--- config.mk ---
export PLATFORM = sky130hd
export DESIGN_NAME = dpg_delay_pulse
export DESIGN_NICKNAME = d
export VERILOG_FILES = /design/src/rtl/dpg_pkg.sv /design/src/rtl/dpg_cnt_stage.sv /design/src/rtl/dpg_casc_cnt.sv /design/src/rtl/dpg_rise_det.sv /design/src/rtl/dpg_delay_pulse.sv
export SDC_FILE = /design/constraint.sdc
export NUM_CORES = 1
export LEC_CHECK = 0
export BUFFER_PORTS_ARGS = -buffer_cell sky130_fd_sc_hd__buf_2
export CORE_ASPECT_RATIO = 1.1
export CORE_MARGIN = 8
export CORE_UTILIZATION = 45
export CTS_CLUSTER_SIZE = 20
export DETAILED_ROUTE_END_ITERATION = 10
export PLACE_DENSITY_LB_ADDON = 0.1
export RECOVER_POWER = 25
export SLEW_MARGIN = 10
export SYNTH_ARGS = -nofsm -noshare
export SYNTH_HDL_FRONTEND = slang
export SYNTH_SLANG_ARGS = --single-unit
--- constraint.sdc ---
create_clock -name clk_i -period 3.05 [get_ports clk_i]
set_input_delay 0.1525 -clock clk_i [delete_from_list [all_inputs] [get_ports clk_i]]
set_output_delay 0.1525 -clock clk_i [all_outputs]
set_load 0.02 [all_outputs]
--- src/rtl/dpg_pkg.sv ---
package dpg_pkg;
  typedef enum logic [1:0] {
    ST_IDLE  = 2'd0,
    ST_DELAY = 2'd1,
    ST_PULSE = 2'd2
  } dpg_state_e;
endpackage

--- src/rtl/dpg_cnt_stage.sv ---
module dpg_cnt_stage #(
  parameter int SW = 4
) (
  input  logic          clk_i,
  input  logic          rst_ni,
  input  logic          ld_i,
  input  logic [SW-1:0] ld_val_i,
  input  logic          dec_i,
  output logic          zero_o
);
  logic [SW-1:0] q;

  always_ff @(posedge clk_i) begin
    if (!rst_ni)     q <= '0;
    else if (ld_i)   q <= ld_val_i;
    else if (dec_i)  q <= q - 1'b1;
  end

  assign zero_o = (q == '0);
endmodule

--- src/rtl/dpg_casc_cnt.sv ---
module dpg_casc_cnt #(
  parameter int CW = 16,
  parameter int SW = 4
) (
  input  logic          clk_i,
  input  logic          rst_ni,
  input  logic          ld_i,
  input  logic [CW-1:0] ld_val_i,
  input  logic          en_i,
  output logic          carry_o
);
  localparam int NS = (CW + SW - 1) / SW;
  localparam int PW = NS * SW;

  logic [PW-1:0] ld_pad;
  logic [NS-1:0] zero;
  logic [NS:0]   low_zero;  // all stages below index are zero
  logic          run;

  assign ld_pad      = PW'(ld_val_i);
  assign low_zero[0] = 1'b1;
  assign carry_o     = low_zero[NS];
  assign run         = en_i & ~carry_o;  // hold at terminal count

  for (genvar i = 0; i < NS; i++) begin : g_stage
    assign low_zero[i+1] = low_zero[i] & zero[i];
    dpg_cnt_stage #(.SW(SW)) u_stage (
      .clk_i    (clk_i),
      .rst_ni   (rst_ni),
      .ld_i     (ld_i),
      .ld_val_i (ld_pad[i*SW +: SW]),
      .dec_i    (run & low_zero[i]),
      .zero_o   (zero[i])
    );
  end
endmodule

--- src/rtl/dpg_rise_det.sv ---
module dpg_rise_det (
  input  logic clk_i,
  input  logic rst_ni,
  input  logic sig_i,
  output logic rise_o
);
  logic sig_q;

  always_ff @(posedge clk_i) begin
    if (!rst_ni) sig_q <= 1'b0;
    else         sig_q <= sig_i;
  end

  assign rise_o = sig_i & ~sig_q;
endmodule

--- src/rtl/dpg_delay_pulse.sv ---
module dpg_delay_pulse
  import dpg_pkg::*;
#(
  parameter int DLY_W   = 16,
  parameter int WID_W   = 16,
  parameter int STAGE_W = 4
) (
  input  logic             clk_i,
  input  logic             rst_ni,
  input  logic             trig_i,
  input  logic [DLY_W-1:0] dly_i,
  input  logic [WID_W-1:0] wid_i,
  output logic             pulse_o
);
  dpg_state_e state_q, state_d;

  logic             rise;
  logic             accept;
  logic             dly_zero;
  logic [DLY_W-1:0] dly_m1;
  logic [WID_W-1:0] wid_m1;
  logic             dly_ld, dly_carry;
  logic             wid_ld, wid_carry;
  logic             enter_pulse;
  logic             pulse_q;

  dpg_rise_det u_rise (
    .clk_i  (clk_i),
    .rst_ni (rst_ni),
    .sig_i  (trig_i),
    .rise_o (rise)
  );

  assign accept      = rise & (state_q == ST_IDLE);
  assign dly_zero    = (dly_i == '0);
  assign dly_m1      = dly_i - 1'b1;
  assign wid_m1      = (wid_i == '0) ? '0 : wid_i - 1'b1;
  assign dly_ld      = accept & ~dly_zero;
  assign enter_pulse = (accept & dly_zero) | ((state_q == ST_DELAY) & dly_carry);
  assign wid_ld      = enter_pulse;

  dpg_casc_cnt #(.CW(DLY_W), .SW(STAGE_W)) u_dly_cnt (
    .clk_i    (clk_i),
    .rst_ni   (rst_ni),
    .ld_i     (dly_ld),
    .ld_val_i (dly_m1),
    .en_i     (state_q == ST_DELAY),
    .carry_o  (dly_carry)
  );

  dpg_casc_cnt #(.CW(WID_W), .SW(STAGE_W)) u_wid_cnt (
    .clk_i    (clk_i),
    .rst_ni   (rst_ni),
    .ld_i     (wid_ld),
    .ld_val_i (wid_m1),
    .en_i     (state_q == ST_PULSE),
    .carry_o  (wid_carry)
  );

  always_comb begin
    state_d = state_q;
    unique case (state_q)
      ST_IDLE:  if (accept)    state_d = dly_zero ? ST_PULSE : ST_DELAY;
      ST_DELAY: if (dly_carry) state_d = ST_PULSE;
      ST_PULSE: if (wid_carry) state_d = ST_IDLE;
      default:                 state_d = ST_IDLE;
    endcase
  end

  always_ff @(posedge clk_i) begin
    if (!rst_ni) begin
      state_q <= ST_IDLE;
      pulse_q <= 1'b0;
    end else begin
      state_q <= state_d;
      pulse_q <= (state_d == ST_PULSE);
    end
  end

  assign pulse_o = pulse_q;
endmodule

Word level (Yosys, flattened, before mapping). Index checks and enable logic that the tools add are counted.

Flip-flop bits (word level): 36. Input port bits: 35. Output and inout port bits: 1.

$add $sub $neg: 10. Equality and inequality tests: 3. Muxes and demuxes: 22. Bitwise logic cells: 24. Reduce and logical (&&, ||, !) cells: 19.

Operators by type and width (number): 4-bit two-way mux (16); 16-bit logical NOT (2); 4-bit logical NOT (8); 16-bit by 1-bit subtractor with 16-bit output (second input constant) (2); 4-bit by 1-bit subtractor with 4-bit output (second input constant) (8); 1-bit bitwise AND (19); 16-bit two-way mux (1); 2-bit nonzero test (8); 2-bit two-way mux (4); 2-bit one-hot mux with 3 select lines (1); 2-bit equality test (second input constant) (2); 1-bit inverter (4); 2-bit by 1-bit equality test with 1-bit output (second input constant) (1); 2-bit logical NOT (1); 1-bit bitwise OR (1).

Longest topological paths before layout. Gate-level depths: netlist (run 1).

Word-level depth: 9. Gate-level depth with buffers: 8. Depth with buffers taken out: 7.

Modules after synthesis. From an unflattened synthesis (run 1), not the netlist that was laid out.

Cells, all modules: 337. Area, all modules: 2726.4 um^2.

Modules (own cells, without submodules): dpg_cnt_stage (instances 8, cells an instance 25, area each 222.7 um^2); dpg_delay_pulse (instances 1, cells an instance 120, area each 799.5 um^2); dpg_casc_cnt (instances 2, cells an instance 7, area each 52.6 um^2); dpg_rise_det (instances 1, cells an instance 3, area each 40.0 um^2).

Worst setup path after synthesis (run 1). No wires, ideal clock.

Path kind: register -> register. Start point: register u_wid_cnt.g_stage[1].u_stage.q[0]. End point: register u_wid_cnt.g_stage[3].u_stage.q[2]. Library setup time: 0.139 ns. Arrival time: 1.811 ns. Required time: 2.911 ns. Slack: 1.101 ns. Cell stages (with the launch flop): 9. Path buffers: 1. Period minus slack after synthesis: 1.949 ns. Cell sequence: dfxtp_1 inv_1 ha_1 nor3b_1 nand3_1 clkbuf_1 o31a_1 nor3_1 a211oi_1.

Word-level cells in the longest chain between the ends: 8.

Ends and longest elaborated chain: start: declaration (RTL line dpg_cnt_stage.sv:11) `logic [SW-1:0] q;`; start signal: assignment (RTL line dpg_cnt_stage.sv:15) `else if (ld_i) q <= ld_val_i;`; start signal: assignment (RTL line dpg_cnt_stage.sv:16) `else if (dec_i) q <= q - 1'b1;`; 4-bit logical NOT (*) (RTL line dpg_cnt_stage.sv:19) `assign zero_o = (q == '0);`; 1-bit bitwise AND (*) (2 in a row) (RTL line dpg_casc_cnt.sv:26) `assign low_zero[i+1] = low_zero[i] & zero[i];`; 1-bit bitwise AND (RTL line dpg_casc_cnt.sv:26); 1-bit inverter (RTL line dpg_casc_cnt.sv:23) `assign run = en_i & ~carry_o;`; 1-bit bitwise AND (RTL line dpg_casc_cnt.sv:23); 1-bit bitwise AND (*) (RTL line dpg_casc_cnt.sv:32) `.dec_i (run & low_zero[i]),`; 2-bit nonzero test (no source line) (*); end signal: assignment (RTL line dpg_cnt_stage.sv:15); end signal: assignment (RTL line dpg_cnt_stage.sv:16); end: declaration (RTL line dpg_cnt_stage.sv:11).

Every way passes the cells marked *; elsewhere a longest branch is shown, timed or not. A chain may end at the register's enable or synchronous reset.

Worst setup path in the final report (run 1).
Start point: register u_dly_cnt.g_stage[3].u_stage.q[0]. End point: register u_wid_cnt.g_stage[0].u_stage.q[2].

Word-level cells in the longest chain between the ends: 5. Elaborated cells on any way between the ends: 6. Those cells by class: 1 x mux; 3 x bitwise; 2 x reduce/logical.

Ends and longest elaborated chain: start: declaration (RTL line dpg_cnt_stage.sv:11); start signal: assignment (RTL line dpg_cnt_stage.sv:15); start signal: assignment (RTL line dpg_cnt_stage.sv:16); 4-bit logical NOT (*) (RTL line dpg_cnt_stage.sv:19); 1-bit bitwise AND (*) (RTL line dpg_casc_cnt.sv:26); 1-bit bitwise AND (*) (RTL line dpg_delay_pulse.sv:39) `assign enter_pulse = (accept & dly_zero) | ((state_q == ST_DELAY) & dly_carry);`; 1-bit bitwise OR (*) (RTL line dpg_delay_pulse.sv:39); 4-bit two-way mux or 2-bit nonzero test (tied branches); end signal: assignment (RTL line dpg_cnt_stage.sv:15); end signal: assignment (RTL line dpg_cnt_stage.sv:16); end: declaration (RTL line dpg_cnt_stage.sv:11).

Marked as above.

==> run metrics, run 1 <==
top-count cell post-synth=dfxtp_1; NumNets Final=451; Power Dens Cells=380.5 nW/um^2; first-pass GRT wire length=12530 um; number of gates resized after cts=0; # diodes=0; TritonCTS buffer count=5; Routed WL=7194 um; die height=100.5 um; final hold viol count=0; critical path capture point type=flip-flop; Max Clk Rate=434.9 MHz; Clock Skew=4.760 ps; initial drt markers=77; Crit path required time=3220 ps; CP max stage cell=o32ai_4; port bufs=35; RSZ-0062 raised after global routing=no; yosys warns=0; net count after synthesis=415; Flop pwr share=42.9%; Via Count=2743; number of flops mapped to enable cells by yosys=0; area grow syn2layout=11.98%; final setup margin=750.6 ps; Largest stage delay, worst path=580 ps; sw frac=32.13%; worst-margin pin slew=1011 ps; Slew Limit Fails=0; synth cell count leaders=dfxtp_1, inv_1, nand2_1; Int Pwr=0.8456 mW; Post-synth ARST share=0%; vias in the first global route=2715; DIE AREA=9337 sq um; arrival time at the worst endpoint=2470 ps; Setup WS pre-CTS=766.0 ps; CTS H-tree lvls=2; CP cell instances=inv_1, ha_1, nor3b_1, nand3_1, o32ai_4, o21ai_1, and3_1; Synth top area share=24.65%; max-cap viol count=0; minimum clock period=2299 ps; Most used DFF post-synth=dfxtp_1; post-CTS setup buffer count=0; num rows=31; Mapped Area=2924 sq um; CTS tree=done; Mean Syn Cell Area=8.055 sq um; residual DRC count=0; initial core utilization=45.41%; period utilisation layout=75.39%; Overflow after GRT=0; core area=6439 sq um; detailed placement HPWL=5579 um; crit-path max FO=24; Finish-stage setup viols=0; # clock sinks=36; WL/cell=14.96 um; Peak VDD IR=0.2355 mV; CTS root buf=clkbuf_8; LEAKAGE=1.222 nW; number of synthesized register bits=36; switching pwr=0.4003 mW; detailed-router iteration count before antenna repair=4; clock latency on the worst-skew pair=280 ps; fin util=50.86%; vias per inst=5.703; Synth cell types=60; I/O Pins=36; CTS Hold Bufs=0; Mapped Cells=363; Yosys top cell by area=dfxtp_1; Clock transition at path regs=70 ps; Post-DRT Antenna Nets=0; relative slew slack=32.62%; Global Route Usage Sum=16.13%; initial antenna violation count=0; layout cells sized above 1=16.54%; die width=92.86 um; Max clock buf depth=2; worst setup path class=flip-flop to flip-flop; gp weighted congestion=0.8245; status=completed; Hold WS=107.5 ps; largest net degree at the start of global routing=25; Logic pwr share=27.8%; Final TNS setup=0 ps; Synth area leaders=dfxtp_1, ha_1, xor2_1; Setup crit start kind=flip-flop; clock network fraction of total power=29.4%; Hold Crit Class=primary input to flip-flop; register area share after synthesis=24.65%
-- cells in the final DEF, fill, tap and decap left out, drive strengths merged, types with 10 or more instances in the layout --
cell type and n:
nor3 19, xor2 16, ha 17, o21ai 21
a21oi 17, nand3 19, dfxtp 36, nor3b 10
nor2 19, xnor2 13, buf 39, clkbuf 10
nor4 11, inv 26, nand2 21, a211oi 13
-- metrics by stage --
step | cell area [sq um] | cells | power [mW]
3_3_place_gp | 3184 | 474 | 0.8866
2_1_floorplan | 2924 | 363 | 0.7759
3_5_place_dp | 3184 | 474 | 0.8882
4_1_cts | 3281 | 481 | 1.255
6_report | 3274 | 481 | 1.246
5_1_grt | 3274 | 481 | 1.328
-- flip-flops by register name (all words and copies together), names as in the netlist --
name,cells
pulse_o,1
state_q,2
u_dly_cnt.g_stage.u_stage.q,16
u_rise.sig_q,1
u_wid_cnt.g_stage.u_stage.q,16
-- area by class of cell --
cell class | instances | area, sq um
fillers | 670 | 3164
multi-input cells | 288 | 2036
flip-flops and latches | 36 | 720.7
repair buffers | 42 | 221.5
well taps | 82 | 102.6
inverters | 26 | 97.59
clock buffers | 7 | 96.34
-- kinds of logic (layout without fill, tap and decap cells) --
logic type	after synthesis	after routing	synth area share [%]
adders and majority gates	17	17	7.274
AOI/OAI and AO/OA	86	86	20.54
buffers and inverters	39	75	5.734
DFF	36	36	24.65
xor gates and xnor gates	29	29	8.686
muxes	6	6	2.225
and+or+nand+nor	150	150	30.89
-- layer usage --
metal  wire (um)  share of wire (%)  track usage, %  vias to the layer above
met2        3639                 51           29.25                       60
met5           0                  0               0                        -
met3         269                3.7           2.757                        4
li1            -                  -               -                     1409
met1        3228                 45           18.77                     1270
met4          57               0.79           4.467                        0
-- power groups by stage --
| stage | Combinational (mW) | Clock, mW | Sequential, mW |
|---|---|---|---|
| CTS | 0.348 | 0.374 | 0.533 |
| global placement | 0.343 | 0 | 0.543 |
| detailed placement | 0.345 | 0 | 0.543 |
| global route | 0.390 | 0.398 | 0.539 |
| floorplan | 0.239 | 0 | 0.537 |
| finish | 0.346 | 0.366 | 0.534 |
-- worst paths after layout --
path	startpoint	to	slack [ps]	cells past startpoint
max	u_dly_cnt.g_stage[3].u_stage.q[0]	u_wid_cnt.g_stage[0].u_stage.q[2]	750	7
min	trig_i	u_rise.sig_q	110	2
max reg2reg	u_dly_cnt.g_stage[3].u_stage.q[0]	u_wid_cnt.g_stage[0].u_stage.q[2]	750	7
min reg2reg	u_dly_cnt.g_stage[0].u_stage.q[0]	u_dly_cnt.g_stage[0].u_stage.q[0]	490	2
-- worst max-delay path, delay by kind of cell (launching register included) --
| kind | cells | cell delay [ps] |
|---|---|---|
| AND/OR/NAND/NOR | 3 | 870 |
| adder cells (fa/ha/maj) | 1 | 170 |
| AO/OA/AOI/OAI | 2 | 730 |
| flip-flops | 1 | 330 |
| buffers and inverters | 1 | 90 |
No activity file was read; power rests on OpenSTA's default activity.
==> run 2, diff against run 1 <==
- clock period: 3.05 -> 1.9 ns (I/O delays scaled with it)
==> run 2 against run 1 <==
Compared with the run above:
- maximum frequency up 25%
- via count grew 6.7%
- final cell count increased by 7.3%
- non-clock buffer count up 34
- critical endpoint unchanged
- clock power rose by 56%
- combinational power rose by 100%
- highest routed layer unchanged
- register-to-register slack lost 690 ps
- critical path depth increased by 2
- global-route usage up 0.42 points
==> run metrics, run 2 (synthesis results as in run 1) <==
status=completed; commonest cells after routing, fill and taps aside=buf_4, buf_2, dfxtp_1, inv_1, nand2_1; Max Clk Rate=542.4 MHz; max-cap viol count=0; crit-path max FO=5; first-pass GRT wire length=12790 um; arrival time at the worst endpoint=2030 ps; initial drt markers=97; DIE AREA=9337 sq um; commonest non-fill, non-tap cell in the layout=buf_4; Clock transition at path regs=70 ps; port bufs=35; I/O Pins=36; Reg area=732.0 sq um; Max clock buf depth=2; worst setup path class=flip-flop to flip-flop; Crit path required time=2090 ps; clock latency on the worst-skew pair=290 ps; vias per inst=5.672; final setup margin=56.45 ps; final hold viol count=0; Power Dens Cells=576.1 nW/um^2; CTS H-tree lvls=2; CTS root buf=clkbuf_8; Via Count=2927; minimum clock period=1844 ps; period utilisation layout=97.03%; Slew Limit Fails=0; CTS tree=done; core area=6439 sq um; CTS Hold Bufs=0; Peak VDD IR=0.4006 mV; LEAKAGE=1.442 nW; detailed-router iteration count before antenna repair=4; critical path capture point type=flip-flop; Multi-input gate area=2176 sq um; Regs by FF count=u_dly_cnt.g_stage.u_stage.q (16), u_wid_cnt.g_stage.u_stage.q (16), state_q (2); gp weighted congestion=0.8881; initial antenna violation count=0; largest net degree at the start of global routing=25; die width=92.86 um; Clock Skew=2.426 ps; Final TNS setup=0 ps; # diodes=0; vias in the first global route=2878; Hold Crit Class=primary input to flip-flop; initial core utilization=45.41%; Finish-stage setup viols=0; Global Route Usage Sum=16.54%; RSZ-0062 raised after global routing=yes; worst-margin pin slew=740.8 ps; Routed WL=7955 um; Post-DRT Antenna Nets=0; fillers=609; residual DRC count=0; Setup WS pre-CTS=-18.82 ps; num rows=31; Overflow after GRT=0; Setup crit start kind=flip-flop; WL/cell=15.42 um; # clock sinks=36; die height=100.5 um; TritonCTS buffer count=5; NumNets Final=485; area grow syn2layout=27.30%; Final Total Pwr=2.144 mW; layout cells sized above 1=30.65%; detailed placement HPWL=5769 um; relative slew slack=50.38%
==> run 2: final cells by class <==
cell class              count  share of cell area [%]
clock buffers               8                   2.420
multi-input cells         288                   58.45
inverters                  26                   2.622
well taps                  82                   2.756
flip-flops and latches     36                   19.66
repair buffers             76                   14.08
==> run 2: final timing paths <==
kind	from	end	slack, ps	cells after the start
max	u_dly_cnt.g_stage[1].u_stage.q[0]	u_wid_cnt.g_stage[0].u_stage.q[2]	60	9
min	trig_i	u_rise.sig_q	30	2
max reg2reg	u_dly_cnt.g_stage[1].u_stage.q[0]	u_wid_cnt.g_stage[0].u_stage.q[2]	60	9
min reg2reg	u_dly_cnt.g_stage[0].u_stage.q[0]	u_dly_cnt.g_stage[0].u_stage.q[0]	490	2
==> run 2: what timing repair did <==
action | in CTS | in global routing
setup buffers | 0 | 5
cloned | 0 | 2
endpoints found under the hold margin | 0 | 0
pin swaps | 0 | 10
endpoints found under the setup margin | 5 | 22
gates resized for setup | 3 | 39
==> run 2: through the flow <==
stage	area (sq um)	instances	utilization (%)	hold WS [ps]
finish	3722	516	57.81	26.23
global route	3722	516	57.81	42.23
CTS	3523	509	54.72	26.14
detailed placement	3417	501	53.07	328.4
global placement	3417	501	53.07	323.6
floorplan	2929	363	-	216.7
==> run 2: power by group <==
group | switching, mW | internal (mW)
logic | 0.375 | 0.333
clock network | 0.276 | 0.296
registers | 0.0544 | 0.811
total | 0.705 | 1.44
==> run 2: layer usage <==
layer	track usage, %	vias up	wire [um]
met5	0	-	0
met1	17.89	1380	3405
met4	5.831	0	97
li1	-	1479	-
met3	2.608	6	310
met2	31.33	62	4141
==> run 2: worst max-delay path, stage by stage (launching register included) <==
cell     delay, ps
dfxtp_2        350
inv_2           50
ha_1           190
nor3b_4        150
buf_4          150
and3_4         190
a32oi_4        240
buf_6          180
nand3_1         80
and3_1         160
==> run 3, diff against run 2 <==
- GPL_TIMING_DRIVEN: not set -> 0
- clock period: 1.9 -> 2.25 ns (I/O delays scaled with it)
==> run 3 against run 2 <==
Compared with the run above:
- combinational power fell by 31%
- sequential power down 16%
- register-to-register slack better by 97 ps
- clock-buffer cell count unchanged
- core utilization is 6.0 points lower
- global-route usage rose by 0.38 points
- clock power fell by 16%
- largest cell class unchanged
- sequential share of layout area grew 1.9 points
- maximum frequency decreased by 12%
==> run metrics, run 3 (synthesis results as in run 1) <==
num rows=31; CP cell instances=inv_1, ha_1, nor3b_4, nand3_2, o32ai_4, buf_6, a211oi_1, a31o_1; Post-DRT Antenna Nets=0; minimum clock period=2097 ps; vias in the first global route=2826; max-cap viol count=0; LEAKAGE=1.251 nW; core area=6439 sq um; CTS tree=done; final setup margin=153.1 ps; die width=92.86 um; Peak VDD IR=0.1914 mV; worst-margin pin slew=732.5 ps; worst setup path class=flip-flop to flip-flop; post-CTS setup buffer count=0; layout cells sized above 1=17.49%; # diodes=0; critical path capture point type=flip-flop; gp weighted congestion=0.8075; Max Clk Rate=476.9 MHz; clock latency on the worst-skew pair=280 ps; WL/cell=15.50 um; final hold viol count=0; Largest stage delay, worst path=370 ps; Finish-stage setup viols=0; Slew Limit Fails=0; Routed WL=7563 um; Regs by FF count=u_dly_cnt.g_stage.u_stage.q (16), u_wid_cnt.g_stage.u_stage.q (16), state_q (2); Crit path required time=2430 ps; final instance area=3334 sq um; Setup crit start kind=flip-flop; crit-path max FO=10; vias per inst=5.639; Setup WS pre-CTS=-104.2 ps; initial core utilization=45.41%; detailed placement HPWL=5926 um; CTS Hold Bufs=0; commonest non-fill, non-tap cell in the layout=dfxtp_1; Hold Crit Class=primary input to flip-flop; Power Dens Cells=506.5 nW/um^2; Global Route Usage Sum=16.92%; detailed-router iteration count before antenna repair=4; first-pass GRT wire length=12990 um; CTS root buf=clkbuf_8; largest net degree at the start of global routing=11; dpl cell area=3202 sq um; RSZ-0062 raised after global routing=no; initial antenna violation count=0; CP max stage cell=nor3b_4; residual DRC count=0; Clock transition at path regs=70 ps; # clock sinks=36; relative slew slack=50.94%; die height=100.5 um; TritonCTS buffer count=5; NumNets Final=457; commonest cells after routing, fill and taps aside=dfxtp_1, buf_2, inv_1, nand2_1, nor2_1; initial drt markers=74; status=completed; area grow syn2layout=14.04%; port bufs=35; DIE AREA=9337 sq um; Clock Skew=8.435 ps; Via Count=2752; arrival time at the worst endpoint=2270 ps; CTS H-tree lvls=2; period utilisation layout=93.19%; Max clock buf depth=2; Overflow after GRT=0; I/O Pins=36
run 3: worst paths after layout:
path	start	endpoint	slack, ps	cells after the start
max	u_dly_cnt.g_stage[2].u_stage.q[0]	u_wid_cnt.g_stage[3].u_stage.q[1]	150	8
min	trig_i	u_rise.sig_q	70	2
max reg2reg	u_dly_cnt.g_stage[2].u_stage.q[0]	u_wid_cnt.g_stage[3].u_stage.q[1]	150	8
min reg2reg	u_dly_cnt.g_stage[0].u_stage.q[0]	u_dly_cnt.g_stage[0].u_stage.q[0]	480	2
run 3: per-stage QoR:
step	TNS, ps	power [mW]	util (%)	hold slack (ps)	instances
6_report	0	1.689	51.79	73.50	488
5_1_grt	0	1.800	51.79	85.99	488
4_1_cts	0	1.688	51.48	69.94	488
3_5_place_dp	-593.4	1.204	49.73	358.9	480
3_3_place_gp	-596.4	1.196	49.73	357.1	480
2_1_floorplan	0	1.052	-	234.2	363
run 3: timing repair:
action | in CTS | in global routing
endpoints found under the setup margin | 13 | 15
gates resized for setup | 4 | 5
gates cloned | 0 | 0
run 3: layer usage:
layer	wire length [um]	GRT usage, %
met4	159	6.824
met1	3288	18.47
met3	330	3.055
met2	3785	31.16
met5	0	0
run 3: worst max-delay path, delay by kind of cell (launching register included):
kind,cells,cell delay (ps)
AOI/OAI and AO/OA,3,580
adders and majority gates,1,160
and+or+nand+nor,2,610
buffers and inverters,2,310
DFF,1,330
run 3: layout make-up:
class | count | area, sq um
Inverter | 26 | 97.59
Fill cell | 660 | 3104
Timing Repair Buffer | 35 | 173.9
Tap cell | 82 | 102.6
Clock buffer | 8 | 90.09
Buffer | 13 | 68.82
Sequential cell | 36 | 720.7
Multi-Input combinational cell | 288 | 2081
run 3: power breakdown:
part | switching (mW) | total (mW) | internal (mW)
registers | 0.0440 | 0.726 | 0.683
logic | 0.291 | 0.485 | 0.194
clock network | 0.228 | 0.478 | 0.250
total | 0.562 | 1.69 | 1.13
